$ cat src/rtl/spi_prog_pkg.sv
// Shared constants, step/state types and command-byte lookup for the
// configuration-load sequencer.
package spi_prog_pkg;

    typedef enum logic [2:0] {
        STEP_EN    = 3'd0,
        STEP_EN_RD = 3'd1,
        STEP_PRG   = 3'd2,
        STEP_FRAME = 3'd3,
        STEP_DIS   = 3'd4,
        STEP_REL   = 3'd5
    } step_t;

    typedef enum logic [2:0] {
        SQ_IDLE, SQ_PGO, SQ_PWAIT, SQ_SEND, SQ_SENDW, SQ_SETTLE
    } seq_t;

    localparam logic [3:0] ERR_NONE    = 4'd0;
    localparam logic [3:0] ERR_PARTIAL = 4'd1;
    localparam logic [3:0] ERR_LENGTH  = 4'd2;
    localparam logic [3:0] ERR_ISC     = 4'd3;

    localparam logic [7:0] OP_STATUS  = 8'h00;
    localparam logic [7:0] OP_FETCH   = 8'h01;
    localparam logic [7:0] OP_ISC_ON  = 8'h0B;
    localparam logic [7:0] OP_ISC_OFF = 8'h0C;
    localparam logic [7:0] OP_LEAVE   = 8'h23;
    localparam logic [7:0] OP_PRELUDE = 8'hAE;
    localparam logic [7:0] OP_MODE    = 8'h01;
    localparam logic [7:0] OP_FRAME   = 8'hEE;

    localparam int FRAME_BYTES = 16;
    localparam int ST_BUSY  = 0;
    localparam int ST_READY = 1;
    localparam int ST_VIOL  = 2;
    localparam int ST_FAULT = 3;

    // Number of bytes in the chip-select burst of a step.
    function automatic logic [4:0] cmd_len(step_t s);
        case (s)
            STEP_EN_RD, STEP_PRG: cmd_len = 5'd2;
            STEP_FRAME:           cmd_len = 5'(FRAME_BYTES + 1);
            default:              cmd_len = 5'd1;
        endcase
    endfunction

    // Fixed byte at a given position of a step's burst (frame data excluded).
    function automatic logic [7:0] cmd_byte(step_t s, logic [4:0] idx);
        case (s)
            STEP_EN:    cmd_byte = OP_ISC_ON;
            STEP_EN_RD: cmd_byte = (idx == 5'd0) ? OP_FETCH : 8'h00;
            STEP_PRG:   cmd_byte = (idx == 5'd0) ? OP_PRELUDE : OP_MODE;
            STEP_FRAME: cmd_byte = OP_FRAME;
            STEP_DIS:   cmd_byte = OP_ISC_OFF;
            default:    cmd_byte = OP_LEAVE;
        endcase
    endfunction

endpackage

$ cat src/rtl/spi_byte_engine.sv
// One-byte SPI master, mode 0, MSB first.
// Assumes: start is only honoured while idle; with hold_cs set the chip
// select stays low after the byte so the next byte joins the same burst.
module spi_byte_engine #(
    parameter int DIV = 4
) (
    input  logic       clk,
    input  logic       rst_n,
    input  logic       start,
    input  logic       hold_cs,
    input  logic [7:0] tx_byte,
    output logic [7:0] rx_byte,
    output logic       done,
    output logic       sclk,
    output logic       cs_n,
    output logic       mosi,
    input  logic       miso
);
    localparam int DW = (DIV > 1) ? $clog2(DIV) : 1;

    logic [DW-1:0] div_cnt;
    logic [3:0]    edge_cnt;
    logic          active;
    logic          hold_q;
    logic [7:0]    tx_sh;
    logic [7:0]    rx_sh;

    assign mosi    = tx_sh[7];
    assign rx_byte = rx_sh;

    // Half-period timing, sampling on rising and shifting on falling edges.
    always_ff @(posedge clk) begin
        if (!rst_n) begin
            div_cnt  <= '0;
            edge_cnt <= '0;
            active   <= 1'b0;
            hold_q   <= 1'b0;
            tx_sh    <= '0;
            rx_sh    <= '0;
            sclk     <= 1'b0;
            cs_n     <= 1'b1;
            done     <= 1'b0;
        end else begin
            done <= 1'b0;
            if (!active) begin
                if (start) begin
                    active   <= 1'b1;
                    cs_n     <= 1'b0;
                    tx_sh    <= tx_byte;
                    hold_q   <= hold_cs;
                    edge_cnt <= '0;
                    div_cnt  <= '0;
                end
            end else if (div_cnt == DW'(DIV - 1)) begin
                div_cnt  <= '0;
                edge_cnt <= edge_cnt + 4'd1;
                if (!sclk) begin
                    sclk  <= 1'b1;
                    rx_sh <= {rx_sh[6:0], miso};
                end else begin
                    sclk  <= 1'b0;
                    tx_sh <= {tx_sh[6:0], 1'b0};
                    if (edge_cnt == 4'd15) begin
                        active <= 1'b0;
                        done   <= 1'b1;
                        if (!hold_q) cs_n <= 1'b1;
                    end
                end
            end else begin
                div_cnt <= div_cnt + DW'(1);
            end
        end
    end

    assert_sclk_parked_R10: assert property (@(posedge clk) disable iff (!rst_n)
        cs_n |-> !sclk);
    assert_cs_held_in_byte_R10: assert property (@(posedge clk) disable iff (!rst_n)
        (active && $past(active)) |-> !cs_n);
endmodule

$ cat src/rtl/status_poller.sv
// Reads the target status byte (two bursts, second one judged) until busy is
// clear and all mask bits are set, a fault bit shows, or the attempt limit
// is used up. Assumes it owns the byte engine from go until ok/fail.
module status_poller
    import spi_prog_pkg::*;
#(
    parameter int MAX_POLLS = 4096
) (
    input  logic       clk,
    input  logic       rst_n,
    input  logic       go,
    input  logic [7:0] mask,
    output logic       spi_start,
    input  logic       spi_done,
    input  logic [7:0] spi_rx,
    output logic       ok,
    output logic       fail
);
    localparam int AW = $clog2(MAX_POLLS + 1);

    typedef enum logic [2:0] {P_IDLE, P_RD1, P_RD1W, P_RD2, P_RD2W} pst_t;

    pst_t          st;
    logic [AW-1:0] attempts;
    logic [7:0]    need;
    logic          faulted;
    logic          satisfied;

    assign spi_start = (st == P_RD1) || (st == P_RD2);
    assign faulted   = spi_rx[ST_VIOL] | spi_rx[ST_FAULT];
    assign satisfied = ((spi_rx & (need | 8'h01)) == need);

    // Poll loop: two status bursts per attempt, verdict on the second.
    always_ff @(posedge clk) begin
        if (!rst_n) begin
            st       <= P_IDLE;
            attempts <= '0;
            need     <= '0;
            ok       <= 1'b0;
            fail     <= 1'b0;
        end else begin
            ok   <= 1'b0;
            fail <= 1'b0;
            case (st)
                P_IDLE: if (go) begin
                    st       <= P_RD1;
                    attempts <= '0;
                    need     <= mask;
                end
                P_RD1:  st <= P_RD1W;
                P_RD1W: if (spi_done) st <= P_RD2;
                P_RD2:  st <= P_RD2W;
                P_RD2W: if (spi_done) begin
                    if (faulted) begin
                        fail <= 1'b1;
                        st   <= P_IDLE;
                    end else if (satisfied) begin
                        ok <= 1'b1;
                        st <= P_IDLE;
                    end else if (attempts == AW'(MAX_POLLS - 1)) begin
                        fail <= 1'b1;
                        st   <= P_IDLE;
                    end else begin
                        attempts <= attempts + AW'(1);
                        st       <= P_RD1;
                    end
                end
                default: st <= P_IDLE;
            endcase
        end
    end

    assert_ok_needs_idle_target_R1: assert property (@(posedge clk) disable iff (!rst_n)
        ok |-> !spi_rx[ST_BUSY]);
    assert_verdict_single_R2: assert property (@(posedge clk) disable iff (!rst_n)
        (ok || fail) |-> (st == P_IDLE && !(ok && fail)));
endmodule

$ cat src/rtl/settle_timer.sv
// One-shot cycle counter for the settling gap between disable and release.
// Assumes CLK_HZ is the clock frequency; the wait is CLK_HZ/1000 cycles.
module settle_timer #(
    parameter int CLK_HZ = 200_000_000
) (
    input  logic clk,
    input  logic rst_n,
    input  logic kick,
    output logic expired
);
    localparam int WAIT_CYC = (CLK_HZ / 1000 > 1) ? CLK_HZ / 1000 : 2;
    localparam int TW = $clog2(WAIT_CYC + 1);

    logic [TW-1:0] cnt;
    logic          run;

    // Count from kick, flag once the full wait has elapsed.
    always_ff @(posedge clk) begin
        if (!rst_n) begin
            cnt     <= '0;
            run     <= 1'b0;
            expired <= 1'b0;
        end else begin
            expired <= 1'b0;
            if (kick) begin
                run <= 1'b1;
                cnt <= '0;
            end else if (run) begin
                if (cnt == TW'(WAIT_CYC - 1)) begin
                    run     <= 1'b0;
                    expired <= 1'b1;
                end else begin
                    cnt <= cnt + TW'(1);
                end
            end
        end
    end
endmodule

$ cat src/rtl/spi_prog_seq.sv
// Configuration-load sequencer: enable, read-back check, mode entry, frames,
// disable, settle, release. Assumes the image stream delivers each frame's
// 16 bytes promptly, since chip select stays low while a frame waits on data.
module spi_prog_seq
    import spi_prog_pkg::*;
#(
    parameter int CLK_HZ    = 200_000_000,
    parameter int SPI_DIV   = 4,
    parameter int MAX_POLLS = 4096,
    parameter int COUNT_W   = 24
) (
    input  logic               clk,
    input  logic               rst_n,
    input  logic               start,
    input  logic               partial,
    input  logic [COUNT_W-1:0] byte_count,
    input  logic [7:0]         in_data,
    input  logic               in_valid,
    output logic               in_ready,
    output logic               busy,
    output logic               done,
    output logic [3:0]         err_code,
    output logic               prog_mode,
    output logic               spi_sclk,
    output logic               spi_cs_n,
    output logic               spi_mosi,
    input  logic               spi_miso
);
    localparam int FW = COUNT_W - 4;

    seq_t          st;
    step_t         step;
    logic [4:0]    idx;
    logic [FW-1:0] frames_left;

    logic       eng_start, eng_hold, eng_done;
    logic [7:0] eng_tx, eng_rx;
    logic       p_start, p_ok, p_fail, p_go;
    logic [7:0] p_mask;
    logic       is_data, last_byte, send_go, tmr_kick, tmr_exp;

    assign busy      = (st != SQ_IDLE);
    assign is_data   = (step == STEP_FRAME) && (idx != 5'd0);
    assign last_byte = (idx == cmd_len(step) - 5'd1);
    assign send_go   = (st == SQ_SEND) && (!is_data || in_valid);
    assign in_ready  = (st == SQ_SEND) && is_data;
    assign p_go      = (st == SQ_PGO);
    assign p_mask    = (step == STEP_EN_RD) ? 8'(1 << ST_READY) : 8'h00;
    assign tmr_kick  = (st == SQ_SENDW) && eng_done && last_byte && (step == STEP_DIS);

    // Byte engine is shared: the poller drives it outside the send states.
    assign eng_start = send_go | p_start;
    assign eng_hold  = (st == SQ_SEND) && !last_byte;
    assign eng_tx    = (st != SQ_SEND) ? OP_STATUS : (is_data ? in_data : cmd_byte(step, idx));

    spi_byte_engine #(.DIV(SPI_DIV)) u_eng (
        .clk(clk), .rst_n(rst_n), .start(eng_start), .hold_cs(eng_hold),
        .tx_byte(eng_tx), .rx_byte(eng_rx), .done(eng_done),
        .sclk(spi_sclk), .cs_n(spi_cs_n), .mosi(spi_mosi), .miso(spi_miso)
    );

    status_poller #(.MAX_POLLS(MAX_POLLS)) u_poll (
        .clk(clk), .rst_n(rst_n), .go(p_go), .mask(p_mask),
        .spi_start(p_start), .spi_done(eng_done), .spi_rx(eng_rx),
        .ok(p_ok), .fail(p_fail)
    );

    settle_timer #(.CLK_HZ(CLK_HZ)) u_tmr (
        .clk(clk), .rst_n(rst_n), .kick(tmr_kick), .expired(tmr_exp)
    );

    // Step sequencing, request screening and result reporting.
    always_ff @(posedge clk) begin
        if (!rst_n) begin
            st          <= SQ_IDLE;
            step        <= STEP_EN;
            idx         <= '0;
            frames_left <= '0;
            done        <= 1'b0;
            err_code    <= ERR_NONE;
            prog_mode   <= 1'b0;
        end else begin
            done <= 1'b0;
            case (st)
                SQ_IDLE: if (start) begin
                    if (partial) begin
                        err_code <= ERR_PARTIAL;
                        done     <= 1'b1;
                    end else if (byte_count[3:0] != 4'd0 || byte_count == '0) begin
                        err_code <= ERR_LENGTH;
                        done     <= 1'b1;
                    end else begin
                        err_code    <= ERR_NONE;
                        step        <= STEP_EN;
                        frames_left <= byte_count[COUNT_W-1:4];
                        st          <= SQ_PGO;
                    end
                end
                SQ_PGO: st <= SQ_PWAIT;
                SQ_PWAIT: begin
                    if (p_ok) begin
                        idx <= '0;
                        st  <= SQ_SEND;
                    end else if (p_fail) begin
                        err_code <= {1'b1, step};
                        done     <= 1'b1;
                        st       <= SQ_IDLE;
                    end
                end
                SQ_SEND: if (send_go) st <= SQ_SENDW;
                SQ_SENDW: if (eng_done) begin
                    if (!last_byte) begin
                        idx <= idx + 5'd1;
                        st  <= SQ_SEND;
                    end else begin
                        case (step)
                            STEP_EN: begin
                                step <= STEP_EN_RD;
                                st   <= SQ_PGO;
                            end
                            STEP_EN_RD: begin
                                if (eng_rx != 8'h00) begin
                                    err_code <= ERR_ISC;
                                    done     <= 1'b1;
                                    st       <= SQ_IDLE;
                                end else begin
                                    step <= STEP_PRG;
                                    st   <= SQ_PGO;
                                end
                            end
                            STEP_PRG: begin
                                prog_mode <= 1'b1;
                                step      <= STEP_FRAME;
                                st        <= SQ_PGO;
                            end
                            STEP_FRAME: begin
                                frames_left <= frames_left - FW'(1);
                                if (frames_left == FW'(1)) step <= STEP_DIS;
                                st <= SQ_PGO;
                            end
                            STEP_DIS: begin
                                step <= STEP_REL;
                                st   <= SQ_SETTLE;
                            end
                            default: begin
                                prog_mode <= 1'b0;
                                done      <= 1'b1;
                                st        <= SQ_IDLE;
                            end
                        endcase
                    end
                end
                SQ_SETTLE: if (tmr_exp) st <= SQ_PGO;
                default: st <= SQ_IDLE;
            endcase
        end
    end

    assert_partial_refused_R7: assert property (@(posedge clk) disable iff (!rst_n)
        (st == SQ_IDLE && start && partial) |=> (done && err_code == ERR_PARTIAL && !busy));
    assert_length_refused_R6: assert property (@(posedge clk) disable iff (!rst_n)
        (st == SQ_IDLE && start && !partial && (byte_count[3:0] != 4'd0 || byte_count == '0))
        |=> (done && err_code == ERR_LENGTH));
    assert_ready_in_frame_R5: assert property (@(posedge clk) disable iff (!rst_n)
        in_ready |-> (step == STEP_FRAME && !spi_cs_n));
    assert_mode_after_entry_R4: assert property (@(posedge clk) disable iff (!rst_n)
        $rose(prog_mode) |-> ($past(step) == STEP_PRG));
    assert_mode_clear_on_success_R8: assert property (@(posedge clk) disable iff (!rst_n)
        $fell(prog_mode) |-> (done && err_code == ERR_NONE));
    assert_done_single_R11: assert property (@(posedge clk) disable iff (!rst_n)
        done |=> !done);
endmodule

$ cat config.mk
export PLATFORM = sky130hd
export DESIGN_NAME = spi_prog_seq
export DESIGN_NICKNAME = d
export VERILOG_FILES = /design/src/rtl/spi_prog_pkg.sv /design/src/rtl/spi_byte_engine.sv /design/src/rtl/status_poller.sv /design/src/rtl/settle_timer.sv /design/src/rtl/spi_prog_seq.sv
export SDC_FILE = /design/constraint.sdc
export NUM_CORES = 1
export LEC_CHECK = 0
export ABC_CLOCK_PERIOD_IN_PS = 2550
export CAP_MARGIN = 15
export CORE_UTILIZATION = 58
export DETAILED_ROUTE_END_ITERATION = 10
export GPL_TIMING_DRIVEN = 0
export PLACE_DENSITY = 0.79
export SLEW_MARGIN = 20
export SYNTH_ARGS = -nofsm -noshare
export SYNTH_HDL_FRONTEND = slang
export SYNTH_SLANG_ARGS = --single-unit
$ cat constraint.sdc
create_clock -name clk -period 2.55 [get_ports clk]
set_clock_uncertainty 0.05 [all_clocks]
set_input_delay 0.51 -clock clk [delete_from_list [all_inputs] [get_ports clk]]
set_output_delay 0.51 -clock clk [all_outputs]
set_load 0.05 [all_outputs]
# [After elaboration in Yosys (flattened, before gate mapping)]
# Index checks and enable logic that the tools add are counted.
# W data, S select, Z words.
[classes] eq_ne=49 mux=104 addsub=7 bitwise_logic=11 n_reduce_logical=51
[ops] op="$mux W20" count=6
[ops] op="$mux W13" count=5
[ops] op="$mux W3" count=21
[ops] op="$mux W8" count=7
[ops] op="$mux W4" count=10
[ops] op="$pmux W20 S2" count=1
[ops] op="$pmux W8 S5" count=1
[ops] op="$ne A2 B2 Y1 const B" count=18
[ops] op="$mux W1" count=32
[ops] op="$pmux W3 S5" count=2
[ops] op="$pmux W13 S2" count=1
[ops] op="$logic_not A24 Y1" count=1
[ops] op="$eq A20 B1 Y1 const B" count=1
[ops] op="$pmux W5 S2" count=2
[ops] op="$sub A20 B1 Y20 const B" count=1
[ops] op="$add A18 B1 Y18 const B" count=1
[ops] op="$eq A18 B18 Y1 const B" count=1
[ops] op="$eq A3 B2 Y1 const B" count=6
[ops] op="$pmux W3 S6" count=1
[ops] op="$mux W5" count=3
[ops] op="$reduce_and A7 Y1" count=2
[ops] op="$add A13 B1 Y13 const B" count=1
[ops] op="$eq A13 B12 Y1 const B" count=1
[ops] op="$eq A3 B3 Y1 const B" count=4
[ops] op="43 further kinds" count=93
[totals] input_bits=38 ff_bits=110 elab_cells=246 output_inout_bits=11

# [Longest topological paths before layout]
# Gate-level depths: netlist of run 1.
[logic_depth] word_depth=8 ltp_mapped=10 ltp_nobuf=8

# [Cells and area by module]
# From an unflattened synthesis of run 1, not the netlist that was laid out.
[unflattened] hier_cells=813 hier_area_um2=6502.5
[by_module_without_submodules] module="spi_prog_seq" area_each_um2=2956.6 cells_per_inst=419 instances=1 seq_area_each_um2=740.7
[by_module_without_submodules] module="status_poller" area_each_um2=1396.3 cells_per_inst=167 instances=1 seq_area_each_um2=520.5
[by_module_without_submodules] module="spi_byte_engine" area_each_um2=1197.4 cells_per_inst=121 instances=1 seq_area_each_um2=540.5
[by_module_without_submodules] module="settle_timer" area_each_um2=952.2 cells_per_inst=106 instances=1 seq_area_each_um2=400.4

# [Worst setup path after synthesis of run 1]
# OpenSTA, ideal clock, no wires.
[synth_timing] path_type="input to register" startpoint="input byte_count[1]" endpoint="register frames_left[6]" t_required_ns=2.430 slack_ns=0.327 t_arrival_ns=2.102 cell_stages=7 n_path_buf=2 setup_ns=0.070 cell_sequence="or4_1 > a2111oi_1 > o221a_1 > buf_6 > buf_6 > nand2_1 > a21oi_1"
[synth_between] elab_chain_len=4 elab_cells_between_ends=5 cone_classes="eq/ne (1); reduce/logical (4)"
[synth_rtl] element="from (decl)" line_no="spi_prog_seq.sv:16" rtl="input logic [COUNT_W-1:0] byte_count,"
[synth_rtl] element="$logic_not A24 Y1 or $reduce_bool A4 Y1 (tied branches)" line_no="spi_prog_seq.sv:89" rtl="end else if (byte_count[3:0] != 4'd0 || byte_count == '0) begin"
[synth_rtl] element="$logic_or A1 B1 Y1 *" line_no="spi_prog_seq.sv:89"
[synth_rtl] element="$ne A2 B2 Y1 (no line) *"
[synth_rtl] element="$reduce_and A7 Y1 (no line) *"
[synth_rtl] element="to (signal assigned)" line_no="spi_prog_seq.sv:95" rtl="frames_left <= byte_count[COUNT_W-1:4];"
[synth_rtl] element="to (signal assigned)" line_no="spi_prog_seq.sv:137" rtl="frames_left <= frames_left - FW'(1);"
[synth_rtl] element="to (decl)" line_no="spi_prog_seq.sv:34" rtl="logic [FW-1:0] frames_left;"
# Mark *: on every way between the ends. The rest lies on a longest branch, timed or not.
# A chain may end at the register's enable or synchronous reset.

# [Worst setup path in the final report of run 1]
[layout_timing] startpoint="register st[0]" endpoint="output in_ready"
[layout_between] elab_chain_len=2
[layout_rtl] element="from (decl)" line_no="spi_prog_seq.sv:31" rtl="seq_t st;"
[layout_rtl] element="from (signal assigned)" line_no="spi_prog_seq.sv:75" rtl="st <= SQ_IDLE;"
[layout_rtl] element="from (signal assigned)" line_no="spi_prog_seq.sv:96" rtl="st <= SQ_PGO;"
[layout_rtl] element="from (signal assigned)" line_no="spi_prog_seq.sv:99" rtl="SQ_PGO: st <= SQ_PWAIT;"
[layout_rtl] element="$eq A3 B2 Y1" line_no="spi_prog_seq.sv:46" rtl="assign in_ready = (st == SQ_SEND) && is_data;"
[layout_rtl] element="$logic_and A1 B1 Y1" line_no="spi_prog_seq.sv:46"
[layout_rtl] element="to (decl)" line_no="spi_prog_seq.sv:19" rtl="output logic in_ready,"
# Every way passes these cells.

==> results of run 1 <==
worst paths after layout:
kind	cells past startpoint	startpoint	slack, ns	end
worst max-delay path	6	st[0]	0.11	in_ready
worst min-delay path	2	u_poll.attempts[12]	0.40	u_poll.attempts[12]
worst max register to register	7	idx[0]	0.16	st[1]
worst min register to register	2	u_poll.attempts[12]	0.40	u_poll.attempts[12]
synth_stat cells, drive strengths merged, types with 2 or more instances:
| library cell | count | area (µm²) |
|---|---|---|
| nor3 | 17 | 95.1 |
| and4 | 5 | 43.8 |
| mux2 | 4 | 45.0 |
| o21ai | 39 | 206 |
| o2111ai | 2 | 23.8 |
| o211ai | 5 | 37.5 |
| a22oi | 3 | 22.5 |
| nand3 | 26 | 135 |
| or2 | 5 | 31.3 |
| a211oi | 11 | 82.6 |
| buf | 13 | 85.1 |
| and3 | 13 | 81.3 |
| mux2i | 8 | 80.1 |
| nand2 | 86 | 323 |
| nor4b | 2 | 32.5 |
| nor3b | 4 | 30.0 |
| nand3b | 2 | 15.0 |
| nand2b | 6 | 37.5 |
| o31ai | 4 | 30.0 |
| clkbuf | 31 | 118 |
| o221a | 5 | 56.3 |
| and2 | 9 | 56.3 |
| a21oi | 56 | 284 |
| a22o | 4 | 35.0 |
| a31oi | 8 | 65.1 |
| o41ai | 4 | 35.0 |
| inv | 12 | 45.0 |
| o221ai | 2 | 23.8 |
| a2111oi | 2 | 25.0 |
| a221oi | 5 | 43.8 |
| ha | 8 | 100 |
| xor2 | 15 | 131 |
| nor2 | 103 | 387 |
| dfxtp | 103 | 2060 |
| nor4 | 18 | 113 |
| xnor2 | 20 | 175 |
| nor2b | 4 | 25.0 |
| o21a | 5 | 37.5 |
| nand4 | 22 | 138 |
| or3 | 3 | 18.8 |
worst register-to-register path: stages (launching register included):
cell,delay [ns]
dfxtp_1,0.46
inv_1,0.07
ha_1,0.21
nor4b_4,0.15
or3_1,0.38
o21ai_0,0.56
nor2_1,0.12
o221a_2,0.29
power breakdown:
group,total (mW),internal (mW),switching (mW)
Sequential,1.62,1.62,0.00552
Clock,1.02,0.397,0.619
Combinational,0.217,0.0985,0.119
per-layer routing:
metal / vias to the layer above / share of wire, %
li1: 2677 / -
met1: 2514 / 45
met2: 213 / 46
met3: 33 / 7.2
met4: 0 / 2.1
met5: - / 0
sequential cells by signal, indices dropped and copies added, names as in the netlist, 2 cells and up:
register and flops:
u_eng.div_cnt 2, u_eng.edge_cnt 4, u_tmr.cnt 18, u_eng.rx_byte 8
err_code 4, u_eng.tx_sh 8, frames_left 20, idx 5
u_poll.st 3, step 3, u_poll.attempts 13, st 3
cell families (layout without fill, tap and decap cells):
kind of cell,count (synthesis),in the layout,synth area share [%]
compound gates,163,163,19.5
xor+xnor,35,35,5.52
fa+ha+maj,8,8,1.80
buf+inv,56,123,4.46
flops,103,103,37.1
mux,12,12,2.25
simple gates,332,332,29.3
final cells by class:
class	instances	area, µm²	share of cell area (%)
multi-input cells	550	3280	50.9
flip-flops and latches	103	2060	32.0
repair buffers	51	499	7.75
plain buffers	44	209	3.25
well taps	129	161	2.51
clock buffers	10	138	2.14
clock inverters	6	47.5	0.738
inverters	12	45.0	0.700
metrics by stage:
step	hold slack [ns]	TNS, ns	cells	setup WS (ns)
after global placement	0.373	-6.30	886	-0.338
after floorplan	0.366	0	709	0.327
after detailed placement	0.385	-8.39	886	-0.472
final	0.403	0	905	0.114
after global routing	0.423	0	905	0.00529
after CTS	0.401	0	902	0.00152
repair_timing:
| item | in CTS | in global routing |
|---|---|---|
| gates resized for setup | 8 | 8 |
| gates cloned | 0 | 0 |
| buffers inserted | 0 | 3 |
| endpoints found under the setup margin | 10 | 7 |
==> flow_metrics.env, run 1 <==
export IMPL_cp_top_family="buffers and inverters"
export IMPL_design_area_mm2=0.00644
export IMPL_final_net_count=817
export IMPL_die_h_um=99.8
export IMPL_fillers=778
export IMPL_grt_first_pass_wirelength_mm=24.0
export IMPL_hold_viol=0
export IMPL_hp_class="flip-flop to flip-flop"
export IMPL_cts_root_buf="clkbuf_8"
export IMPL_insertion_delay_ns=0.39
export IMPL_postRouteAntennaNets=0
export IMPL_die_w_um=99.8
export IMPL_grtUsageMet3_pct=4.39
export IMPL_drcViolationCount=0
export IMPL_htree_levels=3
export IMPL_status="completed"
export IMPL_grt_pass1_vias=5085
export IMPL_fmax_mhz=410
export IMPL_antenna_cells=0
export IMPL_maxSlewViolCount=0
export IMPL_synth_edf_count=0
export IMPL_area_delta_synth_final_pct=16.0
export IMPL_drt_iter0_drc=363
export IMPL_cp_common_cell="clkbuf_4"
export IMPL_drv_cap=0
export IMPL_syn_num_nets=755
export IMPL_cts_tree="done"
export IMPL_cts_clk_slew_worst_paths_ns=0.10
export IMPL_leakage_nw=2.22
export IMPL_hpwl_mm=10.2
export IMPL_crit_path_start_kind="flip-flop"
export IMPL_worstPathCellList="clkbuf_4, nor2b_1, clkbuf_4, nand2_1, nor2_1, clkbuf_4"
export IMPL_drtPass1Iterations=5
export IMPL_dpl_cell_area_mm2=0.00619
export IMPL_synth_cells=709
export IMPL_crit_fanout=10
export IMPL_die_area_mm2=0.00997
export IMPL_use_met1_pct=40.2
export IMPL_power_mw=2.86
export IMPL_cp_end_kind="output pin"
export IMPL_grt_max_degree=19
export IMPL_ys_types=72
export IMPL_grtUsageTotal_pct=29.9
export IMPL_drt_total_wl_mm=14.4
export IMPL_ir_drop_mv=0.271
export IMPL_ys_seq_elements=103
export IMPL_core_rowCount=35
export IMPL_rsz0062_at_grt="no"
export IMPL_setup_viol=0
export IMPL_initial_core_util_pct=60.1
export IMPL_num_vias=5437
export IMPL_critical_path_class="flip-flop to output pin"
export IMPL_overflow=0
export IMPL_relSlewSlack_pct=55.1
export IMPL_busiest_layer="met2"
export IMPL_crit_slowest_cell="dfxtp_1"
export IMPL_avgRoutedWirePerCell_um=16.0
export IMPL_io_pins=49
export IMPL_drive_above_1_share_pct=7.99
export IMPL_layout_common_cells="nor2_1 (103), dfxtp_1 (103), nand2_1 (86)"
export IMPL_power_density_mw_per_mm2=443
export IMPL_ys_seq_area_share_pct=37.1
export IMPL_io_buffers=48
export IMPL_vias_per_cell=6.01
export IMPL_cts_sink_count=103
export IMPL_worst_path_buf_inv=3
export IMPL_min_period_ns=2.44
export IMPL_antenna_found_initial=0
export IMPL_worstMarginPinSlew_ns=0.666
export IMPL_met2_usage_pct=48.4
export IMPL_min_period_over_period_pct=95.5
export IMPL_numCtsBuffers=9
export IMPL_critPathRequiredTime_ns=1.99
export IMPL_coreArea_mm2=0.00924
export IMPL_arrival_ns=1.88
export IMPL_ys_flop_type="dfxtp_1"
export IMPL_synthesis_area_mm2=0.00555
export IMPL_final_util_pct=69.7
export IMPL_yosysWarnings=0
export IMPL_globalplace_congestion=0.898
export IMPL_syn_mean_instance_area_um2=7.83
export IMPL_cp_slowest_stage_delay_ns=0.38
export IMPL_cts_max_path_buffers=2
export IMPL_hold_buffers=0
export IMPL_synthArstFlopShare_pct=0
Note: power is estimated with default switching activity, not from simulation.
==> inputs of run 2 (changes only) <==
Settings changed: CAP_MARGIN 15 to unset.
==> results of run 2 <==
Same layout as run 1: the final DEF is identical, and so are final timing and power.
==> inputs of run 3 (changes only) <==
Settings changed: CELL_PAD_IN_SITES_DETAIL_PLACEMENT set to 1, CELL_PAD_IN_SITES_GLOBAL_PLACEMENT set to 1, CORE_UTILIZATION 58 to 43.
==> flow_metrics.env, run 3 (synthesis gave the netlist of run 1 again) <==
export IMPL_cp_end_kind="output pin"
export IMPL_grt_pass1_vias=5508
export IMPL_cts_clk_slew_worst_paths_ns=0.07
export IMPL_top_register="frames_left"
export IMPL_tns_ns=0
export IMPL_cts_sink_count=103
export IMPL_grt_first_pass_wirelength_mm=27.5
export IMPL_num_vias=5517
export IMPL_area_delta_synth_final_pct=19.3
export IMPL_setup_viol=0
export IMPL_crit_path_start_kind="flip-flop"
export IMPL_io_pins=49
export IMPL_vias_per_cell=5.81
export IMPL_core_rowCount=41
export IMPL_setup_slack_ns=0.104
export IMPL_io_buffers=48
export IMPL_initial_core_util_pct=44.0
export IMPL_critPathRequiredTime_ns=1.99
export IMPL_insertion_delay_ns=0.36
export IMPL_cts_max_path_buffers=2
export IMPL_ir_drop_mv=0.325
export IMPL_drcViolationCount=0
export IMPL_largest_register_ffs=20
export IMPL_avgRoutedWirePerCell_um=17.9
export IMPL_die_area_mm2=0.0134
export IMPL_status="completed"
export IMPL_leakage_nw=2.27
export IMPL_cts_root_buf="clkbuf_16"
export IMPL_hold_viol=0
export IMPL_drv_cap=0
export IMPL_arrival_ns=1.89
export IMPL_grt_max_degree=17
export IMPL_rsz0062_at_grt="yes"
export IMPL_cts_tree="done"
export IMPL_htree_levels=3
export IMPL_drt_total_wl_mm=17.0
export IMPL_antenna_found_initial=0
export IMPL_grtUsageTotal_pct=26.5
export IMPL_drive_above_1_share_pct=8.49
export IMPL_fmax_mhz=409
export IMPL_hold_buffers=0
export IMPL_preCtsSetupSlack_ns=-0.439
export IMPL_relSlewSlack_pct=54.2
export IMPL_drtPass1Iterations=5
export IMPL_final_common_cell="nor2_1"
export IMPL_worstMarginPinSlew_ns=0.687
export IMPL_globalplace_congestion=0.824
export IMPL_die_h_um=116
export IMPL_postRouteAntennaNets=0
export IMPL_critical_path_class="flip-flop to output pin"
export IMPL_antenna_cells=0
export IMPL_layout_common_cells="nor2_1 (103), dfxtp_1 (101), nand2_1 (86)"
export IMPL_die_w_um=116
export IMPL_hold_ws_ns=0.410
export IMPL_layout_top_registers="frames_left (20), u_tmr.cnt (18), u_poll.attempts (13)"
export IMPL_maxSlewViolCount=0
export IMPL_min_period_over_period_pct=95.9
export IMPL_coreArea_mm2=0.0126
export IMPL_power_mw=3.35
export IMPL_crit_fanout=7
export IMPL_final_util_pct=52.5
export IMPL_hpwl_mm=12.1
export IMPL_final_net_count=818
export IMPL_drt_iter0_drc=271
export IMPL_numCtsBuffers=9
export IMPL_overflow=0
export IMPL_min_period_ns=2.45
export IMPL_fillers=1579
export IMPL_power_density_mw_per_mm2=506
export IMPL_hp_class="flip-flop to flip-flop"
## run 3: per-layer routing
metal	part of all wire, %	wire length [µm]	GRT usage (%)
met1	47	8030	35.0
met3	4.0	684	3.19
met2	47	8020	44.6
met4	1.7	287	9.74
met5	0	0	0
## run 3: per-stage QoR
stage,instances,cell area (µm²)
global route,949,6620
global placement,929,6250
detailed placement,929,6250
floorplan,709,5550
CTS,945,6570
finish,949,6620
## run 3: timing repair
| item | CTS | global route |
|---|---|---|
| setup buffers | 0 | 4 |
| endpoints found under the setup margin | 7 | 45 |
| gates cloned | 0 | 0 |
| pin swaps | 0 | 3 |
| endpoints found under the hold margin | 0 | 0 |
| gates resized for setup | 8 | 11 |
## run 3: layout make-up
cell class | count | area [µm²] | area share (%)
multi-input cells | 550 | 3270 | 49.4
repair buffers | 52 | 507 | 7.65
clock inverters | 6 | 85.1 | 1.28
inverters | 12 | 45.0 | 0.680
well taps | 172 | 215 | 3.25
plain buffers | 44 | 205 | 3.10
flip-flops and latches | 103 | 2060 | 31.2
clock buffers | 10 | 229 | 3.46
## run 3: where the power goes
group / switching, mW / internal (mW)
logic: 0.125 / 0.100
registers: 0.00567 / 1.62
clock network: 0.643 / 0.858
## run 3: worst max-delay path, stage by stage (launching register included)
cell      delay, ns
dfxtp_2        0.40
inv_1          0.06
ha_1           0.23
nor4b_4        0.15
buf_4          0.17
nand2b_1       0.17
nor2_1         0.14
buf_4          0.22
## run 3: path summary, 6_finish.rpt
check	cells past startpoint	startpoint	slack (ns)	endpoint
worst max-delay path	7	idx[0]	0.10	in_ready
worst min-delay path	2	err_code[0]	0.41	err_code[0]
worst max register to register	9	step[1]	0.19	u_tmr.cnt[8]
worst min register to register	2	err_code[0]	0.41	err_code[0]
